==> config.mk <==
export PLATFORM = sky130hd
export DESIGN_NAME = flashBusDecoder
export DESIGN_NICKNAME = d
export VERILOG_FILES = /design/src/rtl/flashBusPkg.sv /design/src/rtl/flashBusCtrl.sv /design/src/rtl/flashBusDatapath.sv /design/src/rtl/flashBusDecoder.sv
export SDC_FILE = /design/constraint.sdc
export NUM_CORES = 1
export LEC_CHECK = 0
export ABC_CLOCK_PERIOD_IN_PS = 2400
export BUFFER_PORTS_ARGS = -buffer_cell sky130_fd_sc_hd__buf_2
export CORE_UTILIZATION = 33
export DETAILED_ROUTE_END_ITERATION = 8
export GPL_ROUTABILITY_DRIVEN = 1
export GPL_TIMING_DRIVEN = 0
export PLACE_DENSITY_LB_ADDON = 0.2
export SYNTH_ARGS = -nofsm -noshare
export SYNTH_HDL_FRONTEND = slang
export SYNTH_SLANG_ARGS = --single-unit
export TNS_END_PERCENT = 20
==> constraint.sdc <==
create_clock -name vclk -period 2.4
set_input_delay 0.36 -clock vclk [all_inputs]
set_output_delay 0.36 -clock vclk [all_outputs]
set_load 0.05 [all_outputs]
==> src/rtl/flashBusPkg.sv <==
package flashBusPkg;

  typedef enum logic [1:0] {
    SRC_ARRAY  = 2'd0,
    SRC_STATUS = 2'd1,
    SRC_ID     = 2'd2
  } srcSelT;

  typedef struct packed {
    logic   drive;     // read cycle in progress, pins may be driven
    logic   byteMode;  // upper lane floats
    logic   hiLane;    // byte lane pick for array data
    srcSelT src;       // which word reaches the pins
  } busCtrlT;

endpackage

==> src/rtl/flashBusCtrl.sv <==
module flashBusCtrl
  import flashBusPkg::*;
(
  input  logic    pwdN,
  input  logic    ce1N,
  input  logic    ce2N,
  input  logic    oeN,
  input  logic    weN,
  input  logic    byteN,
  input  logic    aMinus1,
  input  logic    idMode,
  input  logic    statusSel,
  input  logic    wsmBusy,
  input  logic    eraseSuspended,
  output busCtrlT ctrl,
  output logic    rdyLevel
);

  logic selected;

  always_comb begin
    selected      = pwdN & ~ce1N & ~ce2N;
    ctrl.drive    = selected & ~oeN & weN;
    ctrl.byteMode = ~byteN;
    ctrl.hiLane   = ~byteN & aMinus1;
    if (idMode)         ctrl.src = SRC_ID;
    else if (statusSel) ctrl.src = SRC_STATUS;
    else                ctrl.src = SRC_ARRAY;
    // open-drain pin: pulled low only while an operation actually runs
    rdyLevel = ~(pwdN & wsmBusy & ~eraseSuspended);
  end

endmodule

==> src/rtl/flashBusDatapath.sv <==
module flashBusDatapath
  import flashBusPkg::*;
#(
  parameter int          DATA_W   = 16,
  parameter int          SECTORS  = 16,
  parameter logic [7:0]  MFR_CODE = 8'hC2,
  parameter logic [7:0]  DEV_CODE = 8'hFA,
  localparam int         BYTE_W   = DATA_W / 2,
  localparam int         SECT_AW  = $clog2(SECTORS)
) (
  input  busCtrlT             ctrl,
  input  logic [1:0]          addrLow,
  input  logic [SECT_AW-1:0]  sectorAddr,
  input  logic [DATA_W-1:0]   arrayData,
  input  logic [BYTE_W-1:0]   statusData,
  input  logic [SECTORS-1:0]  protectMask,
  output logic [DATA_W-1:0]   dataOut,
  output logic [DATA_W-1:0]   dataOe
);

  logic [BYTE_W-1:0] idByte;
  logic [DATA_W-1:0] srcWord;
  logic [BYTE_W-1:0] lowByte;

  always_comb begin
    unique case (addrLow)
      2'b00:   idByte = MFR_CODE;
      2'b01:   idByte = DEV_CODE;
      2'b10:   idByte = {{(BYTE_W-1){1'b0}}, protectMask[sectorAddr]};
      default: idByte = '0;
    endcase
  end

  always_comb begin
    unique case (ctrl.src)
      SRC_ID:     srcWord = {{BYTE_W{1'b0}}, idByte};
      SRC_STATUS: srcWord = {{BYTE_W{1'b0}}, statusData[BYTE_W-1:2], 2'b00};
      default:    srcWord = arrayData;
    endcase
  end

  always_comb begin
    // lane pick applies to array words only; codes always sit low
    if (ctrl.hiLane && ctrl.src == SRC_ARRAY) lowByte = srcWord[DATA_W-1:BYTE_W];
    else                                      lowByte = srcWord[BYTE_W-1:0];
    if (ctrl.byteMode) dataOut = {{BYTE_W{1'b0}}, lowByte};
    else               dataOut = srcWord;
  end

  for (genvar i = 0; i < DATA_W; i++) begin : g_pinOe
    if (i < BYTE_W) begin : g_low
      assign dataOe[i] = ctrl.drive;
    end else begin : g_high
      assign dataOe[i] = ctrl.drive & ~ctrl.byteMode;
    end
  end

endmodule

==> src/rtl/flashBusDecoder.sv <==
module flashBusDecoder
  import flashBusPkg::*;
#(
  parameter logic [7:0] DEV_CODE = 8'hFA
) (
  input  logic        pwdN,
  input  logic        ce1N,
  input  logic        ce2N,
  input  logic        oeN,
  input  logic        weN,
  input  logic        byteN,
  input  logic        aMinus1,
  input  logic [1:0]  addrLow,
  input  logic [3:0]  sectorAddr,
  input  logic        idMode,
  input  logic        statusSel,
  input  logic [15:0] arrayData,
  input  logic [7:0]  statusData,
  input  logic [15:0] protectMask,
  input  logic        wsmBusy,
  input  logic        eraseSuspended,
  output logic [15:0] dataOut,
  output logic [15:0] dataOe,
  output logic        rdyLevel
);

  busCtrlT ctrl;

  flashBusCtrl i_ctrl (
    .pwdN(pwdN), .ce1N(ce1N), .ce2N(ce2N), .oeN(oeN), .weN(weN),
    .byteN(byteN), .aMinus1(aMinus1), .idMode(idMode), .statusSel(statusSel),
    .wsmBusy(wsmBusy), .eraseSuspended(eraseSuspended),
    .ctrl(ctrl), .rdyLevel(rdyLevel)
  );

  flashBusDatapath #(
    .DATA_W(16), .SECTORS(16), .MFR_CODE(8'hC2), .DEV_CODE(DEV_CODE)
  ) i_dp (
    .ctrl(ctrl), .addrLow(addrLow), .sectorAddr(sectorAddr),
    .arrayData(arrayData), .statusData(statusData), .protectMask(protectMask),
    .dataOut(dataOut), .dataOe(dataOe)
  );

endmodule

==> reports/summary.md <==
The critical path is of the primary input to output port type. For the count of final setup violators, the log shows 0. Per report_power, the sequential group accounts for 0% of the total. Class of the worst hold path: primary input to output port. Dividing total power by cell area gives a power density of 194.8 nW/um^2.

The fraction of layout cells with a size suffix above 1 came out at 70.44%. The top routing layer in use was met3. After the last flow step, the layout net total stands at 218.

The tools report the final number of hold-violating endpoints as 0. Setup repair after global routing left no endpoint under its margin. Once the clock tree was built, the setup fixing pass inserted 0 buffers.

The total of warnings raised by yosys came out at 0. Sequential cell count: 0. Summed over all cells, the static leakage comes to 0.6562 nW.

Leaving out filler cells and counting taps, the final layout contains 175. In the routed design, unresolved DRC markers number 6. The total detailed-routing wirelength came out at 1.781 mm. From synthesis to final layout, the design area changed by 77.59%. The combinational cell fraction of total power was 100.0%; the arrival time reported for the critical path endpoint was 1.60 ns.

Wire segments on met3 add up to 180 um in the final route. Counting I/O delays and the setup requirement, the final critical path takes 1.955 ns. Hold is met by 1.066 ns.

The netlist uses 22 different library cells. For the worst path required time, the log shows 2.04 ns. 90 I/O pins were placed. The repair_antennas step left the layout with diodes totalling 0. The reported net switching power is 0.1196 mW.

Of the available clock period, the critical path in the final layout requires 81.47%. The internal portion of the total power is 0.08121 mW. The vertical die dimension came out at 43.95 um.

The kind of start point of the critical path is a primary input. The run finished, with violations left. The final reports fail on design-rule violations. VDD sags by at most 0.0001699 V. The detailed-routed wire length on met2 came out at 958 um. The number of antenna violations at the first check in global routing is 0, and the via count of the routed design is 832. The cell depth of the worst hold path is 3, and the full die area is 1931 sq um.

In this run the tightest slew margin relative to its limit is 56.40%. Final global-route overflow total: 0. The port buffer count is 86, and the count of TritonRoute iterations in the first routing pass is 7. The max-slew violation count was 0; the starting density of the core was 36.83%. The logs give 641 um for the detailed-route wire length on metal 1 and 175 for the count of placed standard cells including taps.

In this run the remaining antenna-violating nets after routing total 0. After the first detailed-routing iteration, the DRC count stood at 12. For the estimated wirelength of the detail-placed design, the log shows 1.605 mm. After detailed routing, the average wire length per cell comes to 10.18 um.

The tools report the sum of negative setup slack as 0 ns. The initialized floorplan defines 14 standard-cell rows. Using the TritonRoute via totals, the vias-per-cell ratio works out to 4.754. The count of clock buffers in the final design came out at 0. Counting every net in the synthesized netlist gives 130. For the pin count of the biggest net entering global routing, the log shows 11.

The number of hold buffers added after CTS was 0. Of the total power, the share spent switching nets is 59.56%. The area of the core region is 1577 sq um. The worst setup path is captured at an output port.

The die is 43.95 um wide. The cell count after synthesis came out at 73. The tools report the sequential share of the synthesized area as 0%.

In the global route stage, overall resource usage came out at 17.93%. Of the total power, the clock network draws 0%. The number of global-route vias before repair was 682; the number of max-cap violations was 0. The tools report the worst min-delay path startpoint as wsmBusy. For the pin with the worst max-slew slack, the measured transition is 0.6526 ns. Average footprint of a synthesized cell: 7.953 sq um. The post-synthesis cell area was 580.6 sq um. In this run, post-CTS repair resized a total of 0 instances. The congestion estimate from routability-driven global placement came to 0.7153.

Along the worst path, the maximum fanout reaches 9. For hold timing, the worst endpoint is rdyLevel. Highest achievable clock rate: 511.4 MHz. The wire length of the first global-routing pass is 2.794 mm, and the register area is 0 sq um.
[worst max-delay path, stage by stage]
cell and delay [ns]:
sky130_fd_sc_hd__buf_2 0.10, sky130_fd_sc_hd__nor2_1 0.08, sky130_fd_sc_hd__and4b_1 0.36, sky130_fd_sc_hd__and2_1 0.31
sky130_fd_sc_hd__buf_4 0.15, sky130_fd_sc_hd__buf_2 0.25
[stage by stage]
stage          worst slack (ns)  area (sq um)  utilization [%]  total power, mW
3_3_place_gp             0.4661          1031            65.40           0.1981
3_5_place_dp             0.4263          1031            65.40           0.2019
4_1_cts                  0.4174          1031            65.40           0.2022
2_1_floorplan           0.01683         580.6                -           0.1307
6_report                 0.4447          1031            65.40           0.2008
5_1_grt                  0.2930          1031            65.40           0.2152
[logic make-up (layout without fill, tap and decap cells)]
| family | after synthesis | in the layout | synth area share [%] |
|---|---|---|---|
| multiplexers | 20 | 20 | 40.09 |
| buffers and inverters | 19 | 105 | 22.41 |
| AND/OR/NAND/NOR | 24 | 24 | 25.43 |
| AO/OA/AOI/OAI | 10 | 10 | 12.07 |
[layout make-up]
class              instances  area, sq um
plain buffers             18        126.4
fillers                  137        545.5
well taps                 16        20.02
multi-input cells         54        450.4
inverters                  1        3.754
repair buffers            86        430.4
[per-layer routing]
metal | vias to the layer above | GRT usage [%]
met3 | 0 | 2.083
met4 | 0 | 0.6061
li1 | 423 | -
met1 | 358 | 19.90
met2 | 51 | 37.31
met5 | - | 0
[cells in the mapped netlist]
cell type / instances / share of area (%)
sky130_fd_sc_hd__nand2_1: 2 / 1.3
sky130_fd_sc_hd__mux2i_1: 12 / 21
sky130_fd_sc_hd__nor2_1: 3 / 1.9
sky130_fd_sc_hd__nand4b_1: 1 / 1.5
sky130_fd_sc_hd__inv_1: 1 / 0.65
sky130_fd_sc_hd__o211ai_1: 1 / 1.3
sky130_fd_sc_hd__and2_1: 9 / 9.7
sky130_fd_sc_hd__a31oi_1: 1 / 1.1
sky130_fd_sc_hd__nand3b_1: 3 / 3.9
sky130_fd_sc_hd__nor3b_1: 1 / 1.3
sky130_fd_sc_hd__o311ai_1: 1 / 1.5
sky130_fd_sc_hd__o21ai_0: 5 / 4.3
sky130_fd_sc_hd__and4b_1: 1 / 1.7
sky130_fd_sc_hd__buf_4: 15 / 19
sky130_fd_sc_hd__mux4_2: 2 / 7.8
sky130_fd_sc_hd__nand2b_1: 3 / 3.2
sky130_fd_sc_hd__buf_2: 2 / 1.7
sky130_fd_sc_hd__a2111oi_2: 1 / 2.6
sky130_fd_sc_hd__nand3_1: 1 / 0.86
sky130_fd_sc_hd__clkbuf_1: 1 / 0.65
sky130_fd_sc_hd__mux2_2: 6 / 12
sky130_fd_sc_hd__o31ai_1: 1 / 1.3
[layout by cell type, fill, tap and decap left out, types with 2 or more instances in the layout]
cell type,Yosys,routed
sky130_fd_sc_hd__mux2i_1,12,12
sky130_fd_sc_hd__nand3b_1,3,3
sky130_fd_sc_hd__buf_4,15,15
sky130_fd_sc_hd__mux2_2,6,6
sky130_fd_sc_hd__mux4_2,2,2
sky130_fd_sc_hd__nor2_1,3,3
sky130_fd_sc_hd__o21ai_0,5,5
sky130_fd_sc_hd__nand2b_1,3,3
sky130_fd_sc_hd__buf_2,2,88
sky130_fd_sc_hd__nand2_1,2,2
sky130_fd_sc_hd__and2_1,9,9
[how the worst max path moves through the flow]
| stage | start | endpoint |
|---|---|---|
| 2_1_floorplan | ce1N | dataOe[10] |
| 3_3_place_gp | statusSel | dataOut[13] |
| 3_5_place_dp | statusSel | dataOut[9] |
| 4_1_cts | ce1N | dataOe[14] |
| 5_1_grt | statusSel | dataOut[9] |
| 6_report | ce1N | dataOe[12] |
[power groups by stage]
stage / logic (mW) / clock network, mW / registers, mW
5_1_grt: 0.215 / 0 / 0
3_5_place_dp: 0.202 / 0 / 0
2_1_floorplan: 0.131 / 0 / 0
6_report: 0.201 / 0 / 0
4_1_cts: 0.202 / 0 / 0
3_3_place_gp: 0.198 / 0 / 0
Power figures use the tool's default switching activity.
